**config.mk**
```make
export PLATFORM = sky130hd
export DESIGN_NAME = ccar_gen
export DESIGN_NICKNAME = d
export VERILOG_FILES = /design/src/rtl/ccar_pkg.sv /design/src/rtl/ccar_nco.sv /design/src/rtl/ccar_sine.sv /design/src/rtl/ccar_scale.sv /design/src/rtl/ccar_mix.sv /design/src/rtl/ccar_gen.sv
export SDC_FILE = /design/constraint.sdc
export NUM_CORES = 1
export LEC_CHECK = 0
export ABC_AREA = 1
export BUFFER_PORTS_ARGS = -buffer_cell sky130_fd_sc_hd__buf_2
export CORE_MARGIN = 2
export CORE_UTILIZATION = 50
export CTS_CLUSTER_DIAMETER = 40
export DETAILED_ROUTE_END_ITERATION = 7
export PLACE_DENSITY = 0.72
export SYNTH_ARGS = -nofsm -noshare
export SYNTH_HDL_FRONTEND = slang
export SYNTH_SLANG_ARGS = --single-unit
```
**constraint.sdc**
```tcl
create_clock -name clk -period 6.77 [get_ports clk]
set_input_delay 2.031 -clock clk [delete_from_list [all_inputs] [get_ports clk]]
set_output_delay 2.031 -clock clk [all_outputs]
set_load 0.02 [all_outputs]
```
**src/rtl/ccar_pkg.sv**
```systemverilog
package ccar_pkg;
   localparam int ACC_W_DEF  = 24;
   localparam int IDX_W_DEF  = 4;
   localparam int SAMP_W_DEF = 4;
   localparam int CODE_W_DEF = 4;
   localparam int SH_W_DEF   = 2;

   typedef enum logic {
      SEL_BG = 1'b0,
      SEL_FG = 1'b1
   } csel_e;

   // Quarter-wave magnitudes for positions 0..3 of a 16-step period.
   function automatic logic [3:0] quarter_mag(input logic [1:0] pos);
      logic [3:0] m;
      case (pos)
         2'd0:    m = 4'd0;
         2'd1:    m = 4'd3;
         2'd2:    m = 4'd5;
         default: m = 4'd6;
      endcase
      return m;
   endfunction
endpackage

```
**src/rtl/ccar_nco.sv**
```systemverilog
module ccar_nco #(
   parameter int ACC_W = ccar_pkg::ACC_W_DEF,
   parameter int IDX_W = ccar_pkg::IDX_W_DEF
) (
   input  logic             clk,
   input  logic             rst_n,
   input  logic [ACC_W-1:0] inc,
   output logic [IDX_W-1:0] phase_o
);
   localparam int TOP = ACC_W - 1;

   generate
      if (IDX_W > ACC_W) begin : g_bad_idx
         $error("ccar_nco: IDX_W must not exceed ACC_W");
      end
   endgenerate

   logic [ACC_W-1:0] acc;

   always_ff @(posedge clk or negedge rst_n) begin
      if (!rst_n) acc <= '0;
      else        acc <= acc + inc;
   end

   assign phase_o = acc[TOP -: IDX_W];

   AST_NCO_STEP: assert property (@(posedge clk) disable iff (!rst_n)
      $past(rst_n) |-> acc == ACC_W'($past(acc) + $past(inc))) else $error("nco step");
endmodule

```
**src/rtl/ccar_sine.sv**
```systemverilog
module ccar_sine #(
   parameter int IDX_W        = ccar_pkg::IDX_W_DEF,
   parameter int SAMP_W       = ccar_pkg::SAMP_W_DEF,
   parameter bit QUARTER_WAVE = 1'b1
) (
   input  logic [IDX_W-1:0]         idx,
   output logic signed [SAMP_W-1:0] samp
);
   localparam int PEAK = 7;

   generate
      if (IDX_W != 4 || SAMP_W != 4) begin : g_bad_size
         $error("ccar_sine: table is defined for 16 entries of 4 bits");
      end
   endgenerate

   generate
      if (QUARTER_WAVE) begin : g_quarter
         logic [1:0] pos;
         logic [3:0] mag;
         assign pos = idx[1:0];
         always_comb begin
            if (!idx[2])       mag = ccar_pkg::quarter_mag(pos);
            else if (pos == 0) mag = 4'(PEAK);
            else               mag = ccar_pkg::quarter_mag(2'(-pos));
         end
         assign samp = idx[3] ? -$signed(mag) : $signed(mag);
      end else begin : g_flat
         always_comb begin
            case (idx)
               4'd0:  samp = 4'sd0;
               4'd1:  samp = 4'sd3;
               4'd2:  samp = 4'sd5;
               4'd3:  samp = 4'sd6;
               4'd4:  samp = 4'sd7;
               4'd5:  samp = 4'sd6;
               4'd6:  samp = 4'sd5;
               4'd7:  samp = 4'sd3;
               4'd8:  samp = 4'sd0;
               4'd9:  samp = -4'sd3;
               4'd10: samp = -4'sd5;
               4'd11: samp = -4'sd6;
               4'd12: samp = -4'sd7;
               4'd13: samp = -4'sd6;
               4'd14: samp = -4'sd5;
               default: samp = -4'sd3;
            endcase
         end
      end
   endgenerate
endmodule

```
**src/rtl/ccar_scale.sv**
```systemverilog
module ccar_scale #(
   parameter int SAMP_W = ccar_pkg::SAMP_W_DEF,
   parameter int SH_W   = ccar_pkg::SH_W_DEF
) (
   input  logic                     clk,
   input  logic                     rst_n,
   input  logic signed [SAMP_W-1:0] samp,
   input  logic [SH_W-1:0]          shift,
   output logic signed [SAMP_W-1:0] car
);
   localparam int MSB = SAMP_W - 1;

   generate
      if ((1 << SH_W) > SAMP_W) begin : g_bad_shift
         $error("ccar_scale: shift range exceeds sample width");
      end
   endgenerate

   assign car = samp >>> shift;

   AST_SIGN_KEEP: assert property (@(posedge clk) disable iff (!rst_n)
      samp[MSB] |-> car[MSB]) else $error("negative sample lost sign");
   AST_SIGN_NONNEG: assert property (@(posedge clk) disable iff (!rst_n)
      !samp[MSB] |-> !car[MSB]) else $error("positive sample turned negative");
   AST_UNITY: assert property (@(posedge clk) disable iff (!rst_n)
      shift == '0 |-> car == samp) else $error("zero shift altered sample");
endmodule

```
**src/rtl/ccar_mix.sv**
```systemverilog
module ccar_mix #(
   parameter int SAMP_W = ccar_pkg::SAMP_W_DEF,
   parameter int CODE_W = ccar_pkg::CODE_W_DEF
) (
   input  logic                     clk,
   input  logic                     rst_n,
   input  logic [CODE_W-1:0]        luma,
   input  logic signed [SAMP_W-1:0] car,
   input  logic                     gate,
   output logic [CODE_W-1:0]        code
);
   localparam int SUM_W = CODE_W + 2;
   localparam int MAXV  = (1 << CODE_W) - 1;
   localparam int MSB   = SAMP_W - 1;

   generate
      if (SAMP_W > CODE_W + 1) begin : g_bad_width
         $error("ccar_mix: carrier wider than sum allows");
      end
   endgenerate

   logic signed [SUM_W-1:0] luma_s, car_s, sum;
   logic [CODE_W-1:0]       clamped;

   assign luma_s = $signed({2'b00, luma});
   assign car_s  = gate ? $signed({{(SUM_W-SAMP_W){car[MSB]}}, car}) : '0;
   assign sum    = luma_s + car_s;

   always_comb begin
      if (sum < 0)                         clamped = '0;
      else if (sum > SUM_W'(MAXV))         clamped = CODE_W'(MAXV);
      else                                 clamped = sum[CODE_W-1:0];
   end

   always_ff @(posedge clk or negedge rst_n) begin
      if (!rst_n) code <= '0;
      else        code <= clamped;
   end

   AST_GATE_OFF: assert property (@(posedge clk) disable iff (!rst_n)
      !gate |=> code == $past(luma)) else $error("gate off leaked carrier");
   AST_CLAMP_HI: assert property (@(posedge clk) disable iff (!rst_n)
      (gate && !car[MSB] && luma == CODE_W'(MAXV)) |=> code == CODE_W'(MAXV)) else $error("top clamp");
   AST_CLAMP_LO: assert property (@(posedge clk) disable iff (!rst_n)
      (gate && car[MSB] && luma == '0) |=> code == '0) else $error("bottom clamp");
endmodule

```
**src/rtl/ccar_gen.sv**
```systemverilog
module ccar_gen #(
   parameter int ACC_W        = ccar_pkg::ACC_W_DEF,
   parameter int IDX_W        = ccar_pkg::IDX_W_DEF,
   parameter int SAMP_W       = ccar_pkg::SAMP_W_DEF,
   parameter int CODE_W       = ccar_pkg::CODE_W_DEF,
   parameter int SH_W         = ccar_pkg::SH_W_DEF,
   parameter bit QUARTER_WAVE = 1'b1
) (
   input  logic              clk,
   input  logic              rst_n,
   input  logic [ACC_W-1:0]  phase_inc,
   input  logic [SH_W-1:0]   sat_shift,
   input  logic [CODE_W-1:0] luma,
   input  logic [IDX_W-1:0]  hue_fg,
   input  logic [IDX_W-1:0]  hue_bg,
   input  logic              color_sel,
   input  logic              gate,
   output logic [CODE_W-1:0] dac_code
);
   import ccar_pkg::*;

   logic [IDX_W-1:0]         phase, hue, idx;
   logic signed [SAMP_W-1:0] samp, car;
   csel_e                    sel;

   assign sel = csel_e'(color_sel);
   assign hue = (sel == SEL_FG) ? hue_fg : hue_bg;
   assign idx = phase + hue;

   ccar_nco #(.ACC_W(ACC_W), .IDX_W(IDX_W)) u_nco (
      .clk(clk), .rst_n(rst_n), .inc(phase_inc), .phase_o(phase));

   ccar_sine #(.IDX_W(IDX_W), .SAMP_W(SAMP_W), .QUARTER_WAVE(QUARTER_WAVE)) u_sine (
      .idx(idx), .samp(samp));

   ccar_scale #(.SAMP_W(SAMP_W), .SH_W(SH_W)) u_scale (
      .clk(clk), .rst_n(rst_n), .samp(samp), .shift(sat_shift), .car(car));

   ccar_mix #(.SAMP_W(SAMP_W), .CODE_W(CODE_W)) u_mix (
      .clk(clk), .rst_n(rst_n), .luma(luma), .car(car), .gate(gate), .code(dac_code));

   AST_RESET_ZERO: assert property (@(posedge clk) !rst_n |-> dac_code == '0)
      else $error("code not cleared in reset");
endmodule

```
==> impl_metrics.py, run 1 <==
metrics = {
    "outcome": {
        "status": "finished, final reports clean",
    },
    "finish": {
        "drive_gt1_share_pct": 16.7,
        "utilization_pct": 58.8,
        "syn2layout_area_growth_pct": 13.5,
        "antenna_cells": 0,
        "multi_input_area_mm2": 0.00195,
        "fillCellCount": 541,
        "seq_area_um2": 701,
        "finalNetCount": 532,
    },
    "clock_network": {
        "cts_resized": 0,
        "clk_pin_slew_ps": 100,
        "clock_latency_ps": 280,
        "ctsHtreeMaxLevel": 1,
        "post_cts_buffers": 0,
        "root_buffer": "clkbuf_8",
        "cts_buffers": 3,
        "clkSinkCount": 28,
        "clockBufferDepth": 2,
        "ctsHoldBuffers": 0,
        "cts_tree": "built",
    },
    "synth": {
        "synth_cell_types": 30,
        "syn_area_per_cell_um2": 7.15,
        "synth_top_area_share_pct": 24.4,
        "synthTopCellsByArea": "dfrtp_1 (24%), ha_1 (16%), nand2_1 (11%), inv_1 (7.2%), a21oi_1 (5.9%)",
        "synth.most_common_cell": "nand2_1",
        "syn_area_mm2": 0.00287,
        "yosys_warnings": 0,
        "syn_inst": 401,
        "ys_ff_latch": 28,
        "synthTopCellsByCount": "nand2_1 (86), inv_1 (55), ha_1 (36)",
        "ys_async_sr_fraction_pct": 100,
        "yosys.area.top_type": "dfrtp_1",
        "seq_area_frac_synth_pct": 24.4,
        "synth_nets": 482,
        "synth_flop_cell": "dfrtp_1",
        "synth_edf_count": 0,
    },
    "timing": {
        "fmax_mhz": 181,
        "worst_slack_ps": 1250,
        "rsz0062_at_grt": "no",
        "period_share_pct": 81.6,
        "min_period_ps": 5520,
        "fin_skew_ps": 2.68,
        "finalSetupViolCount": 0,
        "slew_headroom_pct": 59.1,
        "slew_violations": 0,
        "worst_slew_pin_slew_ps": 613,
        "hold_viol_final": 0,
        "setup_tns_ps": 0,
    },
    "setup_path": {
        "crit_path_max_incr_delay_ps": 530,
        "required_ps": 6940,
        "cp.arrival_ps": 5700,
        "r2r_end": "u_mix.code[2]",
        "crit_path_start_kind": "primary input",
        "cp_max_fo": 6,
        "regToRegSetupSlack_ps": 2950,
        "cp_slowest_cell": "fa_1",
        "path_class": "primary input to flip-flop",
        "r2r_start": "u_nco.acc[20]",
        "end_kind": "flip-flop",
        "worst_path_dominant_cell_family": "adder cells",
        "crit_buf_inv": 6,
        "reg2reg_depth": 25,
    },
    "placement": {
        "gp_congestion": 0.889,
        "dp_hpwl_mm": 5.42,
        "post-place-ws_ps": 956,
        "io_buffers": 45,
    },
    "detailed_routing": {
        "drc": 0,
        "drtIter0Drc": 159,
        "via_per_inst": 5.11,
        "vias": 2667,
        "drt-pass1-iter-count": 4,
        "ant_nets": 0,
        "routed_wirelength_mm": 6.30,
        "routedWlPerCell_um": 12.1,
    },
    "min_path": {
        "hp-start": "u_nco.acc[0]",
        "min_to": "u_nco.acc[0]",
        "hold_path_class": "flip-flop to flip-flop",
        "hold_depth": 1,
    },
    "global_routing": {
        "grt.total_usage_pct": 21.7,
        "grt_pass1_vias": 2516,
        "grt_start_max_net_pins": 29,
        "antenna_found_initial": 0,
        "grt_pass1_wl_mm": 11.2,
        "grt_remaining_overflow": 0,
    },
    "power_and_ir_drop": {
        "peakVddDrop_mv": 0.219,
        "leakagePower_nw": 1.70,
        "powerDensity_mw_per_mm2": 487,
    },
    "floorplanning": {
        "die_w_um": 79.8,
        "start_util_pct": 51.8,
        "rows": 27,
        "design.die.area_mm2": 0.00636,
        "fp.coreArea_mm2": 0.00554,
        "ios": 46,
        "die_y_um": 79.8,
    },
    "run": {
        "cap_violations": 0,
    },
}
-- report_power, final --
part | switching, mW | internal (mW)
Combinational | 0.726 | 0.422
Clock | 0.0568 | 0.0793
Sequential | 0.0360 | 0.264
Total | 0.819 | 0.766
-- layout make-up --
cell class                      instances  area share [%]
Clock buffer                            3            1.27
Clock inverter                          1           0.922
Inverter                               57            6.57
Multi-Input combinational cell        316            60.0
Sequential cell                        28            21.5
Tap cell                               72            2.77
Timing Repair Buffer                   45            6.92
-- through the flow --
step | std cells | area, µm² | hold WS, ps | power, mW
5_1_grt | 522 | 3260 | 495 | 1.78
4_1_cts | 522 | 3260 | 486 | 1.59
2_1_floorplan | 401 | 2870 | 443 | 1.20
3_5_place_dp | 518 | 3180 | 461 | 1.45
6_report | 522 | 3260 | 481 | 1.58
3_3_place_gp | 518 | 3180 | 454 | 1.42
-- cell families (layout without fill, tap and decap cells) --
family,Yosys count,in the layout,share of synthesized area [%]
simple gates,192,192,32.0
compound gates,64,64,11.9
buf+inv,57,106,7.46
fa+ha+maj,39,39,17.8
flops,28,28,24.4
xor+xnor,21,21,6.41
-- per-layer routing --
metal / GRT usage (%) / vias up / routed length [µm]
li1: - / 1415 / -
met1: 31.7 / 1186 / 3140
met2: 34.1 / 60 / 2810
met3: 2.94 / 6 / 288
met4: 4.92 / 0 / 68
met5: 0 / - / 0
-- registers in the layout (all words and copies together) (netlist names) --
name,cells
u_mix.code,4
u_nco.acc,24
-- cell usage in the layout (no fill, tap or decap), types with 6 or more instances in the layout --
master,count
dfrtp_1,28
xnor2_1,6
a21oi_1,34
ha_1,36
o21ai_1,6
nand2_1,86
o21ai_0,16
nor2_1,31
nand2_2,10
buf_2,45
inv_1,55
nand3_1,33
xor2_1,15
nor3_1,8
-- how the worst max path moves through the flow --
stage	startpoint	cells past startpoint	to	slack (ps)
finish	color_sel	27	u_mix.code[2]	1250
global route	color_sel	28	u_mix.code[1]	910
CTS	color_sel	27	u_mix.code[2]	1250
detailed placement	color_sel	27	u_mix.code[2]	960
global placement	color_sel	27	u_mix.code[3]	1150
floorplan	color_sel	26	u_mix.code[2]	1470
Power figures use the tool's default switching activity.
==> run 2, diff against run 1 <==
--- a/config.mk
+++ b/config.mk
@@ -5,13 +5,13 @@
 export SDC_FILE = /design/constraint.sdc
 export NUM_CORES = 1
 export LEC_CHECK = 0
-export ABC_AREA = 1
+export ABC_AREA = 0
 export BUFFER_PORTS_ARGS = -buffer_cell sky130_fd_sc_hd__buf_2
 export CORE_MARGIN = 2
 export CORE_UTILIZATION = 50
 export CTS_CLUSTER_DIAMETER = 40
 export DETAILED_ROUTE_END_ITERATION = 7
-export PLACE_DENSITY = 0.72
+export PLACE_DENSITY = 0.75
 export SYNTH_ARGS = -nofsm -noshare
 export SYNTH_HDL_FRONTEND = slang
 export SYNTH_SLANG_ARGS = --single-unit
==> constraint.sdc (replaced) <==
create_clock -name clk -period 4.62 [get_ports clk]
set_input_delay 1.386 -clock clk [delete_from_list [all_inputs] [get_ports clk]]
set_output_delay 1.386 -clock clk [all_outputs]
set_load 0.02 [all_outputs]
==> run 2 against run 1 <==
  * The run now ends with setup timing left
  * Non-clock buffer count increased by 13
  * Hold slack better by 5.4 ps
  * Sequential power grew 48%
  * Clock skew grew 5.9 ps
  * Wire length fell by 11%
  * Sequential share of layout area increased by 0.43 points
  * Clock power up 13%
  * Sequential cell count unchanged
  * Power grew 67%
  * Cell area fell by 2.0%
  * Highest routed layer unchanged
==> impl_metrics.py, run 2 <==
metrics = {
    "outcome": {
        "status": "finished, violations left",
        "violations": "setup timing",
    },
    "floorplanning": {
        "die_w_um": 76.4,
        "start_util_pct": 51.6,
        "fp.coreArea_mm2": 0.00507,
        "ios": 46,
        "die_y_um": 76.4,
        "rows": 26,
        "design.die.area_mm2": 0.00583,
    },
    "power_and_ir_drop": {
        "p_seq_share_pct": 16.7,
        "p_comb_share_pct": 77.4,
        "leakagePower_nw": 1.53,
        "p_int_mw": 1.44,
        "peakVddDrop_mv": 0.439,
        "swShare_pct": 45.5,
        "p_total_mw": 2.64,
        "clkPwrFrac_pct": 5.8,
        "power_switching_mw": 1.20,
        "powerDensity_mw_per_mm2": 828,
    },
    "synth": {
        "synthAdderAreaFrac_pct": 19.5,
        "synthMuxAreaShare_pct": 4.20,
        "syn_inst": 293,
        "syn_area_per_cell_um2": 8.94,
        "synth-compound-area-share_pct": 22.1,
        "synth_edf_count": 0,
        "synth_nets": 374,
        "synthTopCellsByCount": "a21oi_1 (39), ha_1 (36), dfrtp_1 (28)",
        "synth_top_area_share_pct": 26.8,
        "yosys.area.top_type": "dfrtp_1",
        "synth_flop_cell": "dfrtp_1",
        "ys_async_sr_fraction_pct": 100,
        "synth-simple-area-share_pct": 13.7,
        "synthTopCellsByArea": "dfrtp_1 (27%), ha_1 (17%), a21oi_1 (7.5%), xnor2_1 (6.0%), inv_1 (3.4%)",
        "synth_xor_area_share_pct": 9.65,
        "yosys_warnings": 0,
        "synth.most_common_cell": "a21oi_1",
        "synth_top_family_by_area": "compound AO/OA/AOI/OAI gates",
        "synth_cell_types": 48,
        "seq_area_frac_synth_pct": 26.8,
        "syn_area_mm2": 0.00262,
        "ys_ff_latch": 28,
    },
    "placement": {
        "gp_congestion": 0.866,
        "dp.cells": 417,
        "place_area_mm2": 0.00303,
        "dp_hpwl_mm": 4.37,
        "io_buffers": 45,
    },
    "finish": {
        "final_cells": 422,
        "final_cell_mix": "buf_2 (44), a21oi_1 (36), ha_1 (30)",
        "antenna_cells": 0,
        "top_regs": "u_nco.acc: 24 flops, u_mix.code: 4 flops",
        "finalNetCount": 434,
        "largest_reg_flops": 24,
        "fillCellCount": 453,
        "final_area_mm2": 0.00319,
        "largest_register": "u_nco.acc",
        "final_common_cell": "buf_2",
        "drive_gt1_share_pct": 27.0,
        "syn2layout_area_growth_pct": 21.9,
    },
    "timing": {
        "period_share_pct": 100,
        "whs_ps": 486,
        "finalSetupViolCount": 3,
        "slew_headroom_pct": 55.9,
        "setup_tns_ps": -36.2,
        "hold_viol_final": 0,
        "fin_skew_ps": 8.63,
        "worst_slack_ps": -17.1,
        "rsz0062_at_grt": "yes",
        "worst_slew_pin_slew_ps": 662,
        "min_period_ps": 4640,
        "slew_violations": 0,
        "fmax_mhz": 216,
    },
    "min_path": {
        "hold_depth": 1,
        "hp-start": "u_nco.acc[0]",
        "hold_path_class": "flip-flop to flip-flop",
        "min_to": "u_nco.acc[0]",
    },
    "global_routing": {
        "grt_start_max_net_pins": 29,
        "grt_pass1_wl_mm": 9.24,
        "grt_pass1_vias": 2139,
        "grt.total_usage_pct": 18.6,
        "grt_remaining_overflow": 0,
        "antenna_found_initial": 0,
    },
    "setup_path": {
        "regToRegSetupSlack_ps": 950,
        "cp.arrival_ps": 4780,
        "reg2reg_depth": 19,
        "cp_max_fo": 4,
        "crit_path_start_kind": "primary input",
        "path_class": "primary input to flip-flop",
        "r2r_start": "u_nco.acc[20]",
        "r2r_end": "u_mix.code[1]",
        "required_ps": 4760,
        "end_kind": "flip-flop",
    },
    "detailed_routing": {
        "drt-pass1-iter-count": 4,
        "vias": 2316,
        "routedWlPerCell_um": 13.3,
        "drc": 0,
        "routed_wirelength_mm": 5.61,
        "via_per_inst": 5.49,
        "ant_nets": 0,
        "drtIter0Drc": 158,
    },
    "clock_network": {
        "clockBufferDepth": 2,
        "clk_pin_slew_ps": 90,
        "clock_latency_ps": 270,
        "cts_buffers": 3,
        "root_buffer": "clkbuf_8",
        "ctsHtreeMaxLevel": 1,
        "clkSinkCount": 28,
        "cts_tree": "built",
    },
    "run": {
        "cap_violations": 0,
    },
}
==> run 2: cell types whose count changed after synthesis, sizes merged, moves of 12 or more <==
cell and delta:
inv -33, nand2 -83, nand3 -34, o21ai -12
xnor2 +13
==> run 2: cell type report <==
class	count	area, µm²	share of cell area, %
clock buffers	4	55.1	1.72
well taps	70	87.6	2.74
multi-input cells	238	1930	60.4
flip-flops and latches	28	701	22.0
repair buffers	58	329	10.3
inverters	24	90.1	2.82
==> run 2: worst max-delay path by stage <==
stage,slack (ps),startpoint,end,depth (start not counted)
after floorplan,-130,color_sel,u_mix.code[0],20
after global placement,-310,color_sel,u_mix.code[1],21
after detailed placement,-390,color_sel,u_mix.code[3],21
after CTS,-80,color_sel,u_mix.code[3],21
after global routing,-200,color_sel,u_mix.code[1],21
final,-20,color_sel,u_mix.code[1],21
==> run 2: power by group through the flow <==
stage / sequential, mW / clock (mW) / combinational, mW
CTS: 0.444 / 0.162 / 1.87
global route: 0.455 / 0.173 / 2.27
detailed placement: 0.449 / 0 / 1.85
finish: 0.443 / 0.154 / 2.05
floorplan: 0.458 / 0 / 1.39
global placement: 0.443 / 0 / 1.80
==> run 2: cell families after synthesis <==
| group | after synthesis |
|---|---|
| flip-flops | 28 |
| adder cells (fa/ha/maj) | 39 |
| AND/OR/NAND/NOR | 70 |
| AO/OA/AOI/OAI | 91 |
| buffers and inverters | 27 |
| multiplexers | 10 |
| XOR/XNOR | 28 |
==> run 2: per-layer routing <==
metal | part of all wire [%] | track usage [%] | vias up
li1 | - | - | 1181
met1 | 46 | 25.5 | 1085
met2 | 50 | 31.2 | 46
met3 | 3.3 | 2.25 | 4
met4 | 0.78 | 4.91 | 0
met5 | 0 | 0 | -
==> run 2: repair_timing <==
action | in CTS | in global routing
setup buffers | 0 | 1
gates resized for setup | 2 | 19
pin swaps | 2 | 3
endpoints found under the setup margin | 4 | 4
hold buffers | 0 | 0
==> run 2: through the flow <==
step	setup slack (ps)	util [%]
final	-17.1	62.9
after global routing	-200	62.9
after CTS	-77.1	61.0
after detailed placement	-390	59.7
after global placement	-310	59.7
after floorplan	-129	-
==> run 2: critical path: stages <==
cell     delay, ps
buf_6          100
mux2_4         310
ha_4           160
inv_2           50
fa_1           430
inv_2          130
ha_4           210
mux2i_4        170
ha_4           170
nor2_2          40
o32a_1         310
a21oi_2        130
ha_2           200
inv_2           40
fa_2           350
inv_2           70
a21oi_2         50
nor2_1         110
nor2_2          60
xor2_2         210
a21oi_1        100
==> run 3, diff against run 2 <==
==> constraint.sdc (replaced) <==
create_clock -name clk -period 4.62 [get_ports clk]
set_input_delay 1.155 -clock clk [delete_from_list [all_inputs] [get_ports clk]]
set_output_delay 1.155 -clock clk [all_outputs]
set_load 0.02 [all_outputs]
==> run 3 against run 2 <==
  * The flow now finishes without violations
  * Cell area fell by 1.1%
  * Global-route usage rose by 0.50 points
  * Cell count fell by 0.24%
  * Critical endpoint is now u_mix.code[3]
==> impl_metrics.py, run 3 (synthesized netlist as in run 2, its figures left out) <==
metrics = {
    "setup_path": {
        "worst_path_dominant_cell_family": "adder cells",
        "crit_path_max_incr_delay_ps": 440,
        "crit_buf_inv": 6,
        "cp_max_fo": 4,
        "cpMostUsedCell": "inv_2",
        "end_kind": "flip-flop",
        "path_cells": "buf_2 -> mux2_4 -> ha_4 -> inv_2 -> fa_1 -> inv_2 -> ha_4 -> mux2i_2 -> ha_2 -> nor2_2 -> o32a_1 -> a21oi_2 -> ha_2 -> inv_2 -> fa_2 -> inv_2 -> a21oi_1 -> nor2_1 -> nor2_1 -> xor2_1 -> buf_4 -> a21oi_1",
        "required_ps": 4830,
        "cp.arrival_ps": 4780,
        "cp_slowest_cell": "fa_1",
        "crit_path_start_kind": "primary input",
        "path_class": "primary input to flip-flop",
    },
    "floorplanning": {
        "rows": 26,
        "ios": 46,
        "design.die.area_mm2": 0.00583,
        "die_w_um": 76.4,
        "die_y_um": 76.4,
        "start_util_pct": 51.6,
        "fp.coreArea_mm2": 0.00507,
    },
    "clock_network": {
        "ctsHoldBuffers": 0,
        "root_buffer": "clkbuf_8",
        "clockBufferDepth": 2,
        "clock_latency_ps": 280,
        "ctsHtreeMaxLevel": 1,
        "clk_pin_slew_ps": 90,
        "cts_buffers": 3,
        "clkSinkCount": 28,
        "cts_tree": "built",
    },
    "finish": {
        "largest_register": "u_nco.acc",
        "finalNetCount": 433,
        "final_common_cell": "buf_2",
        "drive_gt1_share_pct": 25.9,
        "antenna_cells": 0,
        "final_cell_mix": "buf_2 (45), a21oi_1 (35), ha_1 (31)",
        "syn2layout_area_growth_pct": 20.5,
        "largest_reg_flops": 24,
        "top_regs": "u_nco.acc: 24 flops, u_mix.code: 4 flops",
    },
    "timing": {
        "worst_slew_pin_slew_ps": 641,
        "slew_violations": 0,
        "slew_headroom_pct": 57.3,
        "fin_skew_ps": 6.84,
        "fmax_mhz": 219,
        "worst_slack_ps": 46.1,
        "rsz0062_at_grt": "yes",
        "min_period_ps": 4570,
        "finalSetupViolCount": 0,
        "period_share_pct": 99.0,
        "setup_tns_ps": 0,
        "hold_viol_final": 0,
        "whs_ps": 477,
    },
    "global_routing": {
        "grt_remaining_overflow": 0,
        "grt_pass1_vias": 2164,
        "grt_pass1_wl_mm": 9.34,
        "grt_start_max_net_pins": 29,
        "grt.total_usage_pct": 19.1,
        "antenna_found_initial": 0,
    },
    "placement": {
        "io_buffers": 45,
        "dp_hpwl_mm": 4.46,
        "gp_congestion": 0.854,
        "post-place-ws_ps": -305,
    },
    "detailed_routing": {
        "drtIter0Drc": 115,
        "vias": 2314,
        "routed_wirelength_mm": 5.55,
        "drc": 0,
        "via_per_inst": 5.50,
        "drt-pass1-iter-count": 4,
        "routedWlPerCell_um": 13.2,
        "ant_nets": 0,
    },
    "power_and_ir_drop": {
        "powerDensity_mw_per_mm2": 827,
        "p_total_mw": 2.61,
        "leakagePower_nw": 1.53,
        "peakVddDrop_mv": 0.512,
    },
    "min_path": {
        "hold_path_class": "flip-flop to flip-flop",
    },
    "outcome": {
        "status": "finished, final reports clean",
    },
    "run": {
        "cap_violations": 0,
    },
}
==> run 3: cell types whose count changed in the layout (fill, tap and decap cells not counted), moves of 2 or more <==
cell and change:
ha_4 -2, inv_1 +2, inv_2 -2, mux2i_2 +2, mux2i_4 -2
==> run 3: area by class of cell <==
| class | count | area (µm²) |
|---|---|---|
| fillers | 489 | 1920 |
| multi-input cells | 238 | 1890 |
| flip-flops and latches | 28 | 701 |
| repair buffers | 57 | 315 |
| inverters | 24 | 90.1 |
| well taps | 70 | 87.6 |
| clock buffers | 3 | 41.3 |
| clock inverters | 1 | 30.0 |
==> run 3: repair_timing <==
| item | 4_1_cts | 5_1_grt |
|---|---|---|
| gates resized for setup | 0 | 18 |
| setup buffers | 1 | 0 |
| hold endpoints to repair | 0 | 0 |
| endpoints found under the setup margin | 4 | 4 |
| pin swaps | 1 | 9 |
==> run 3: final timing paths <==
kind | from | to | slack, ps | depth (start not counted)
max reg2reg | u_nco.acc[20] | u_mix.code[3] | 850 | 21
min reg2reg | u_nco.acc[0] | u_nco.acc[0] | 480 | 1
min | u_nco.acc[0] | u_nco.acc[0] | 480 | 1
max in group asynchronous | rst_n | u_nco.acc[23] | 3310 | 1
max | color_sel | u_mix.code[3] | 50 | 22
min in group asynchronous | rst_n | u_nco.acc[13] | 880 | 1
==> run 3: report_power, final <==
part | internal, mW | switching (mW)
combinational | 0.938 | 1.03
sequential | 0.390 | 0.0517
clock | 0.116 | 0.0794
==> run 3: stage by stage <==
| stage | cell area (µm²) | utilization, % | instances |
|---|---|---|---|
| 3_3_place_gp | 3000 | 59.2 | 416 |
| 5_1_grt | 3160 | 62.2 | 421 |
| 4_1_cts | 3080 | 60.7 | 421 |
| 3_5_place_dp | 3000 | 59.2 | 416 |
| 2_1_floorplan | 2630 | - | 293 |
| 6_report | 3160 | 62.2 | 421 |
==> run 3: routing by layer <==
metal  up-vias  global-route usage (%)  share of wire, %
met1      1092                    24.6                46
met5         -                       0                 0
met3         6                    2.73               3.1
li1       1176                       -                 -
met4         0                    4.55              0.87
met2        40                    33.8                50
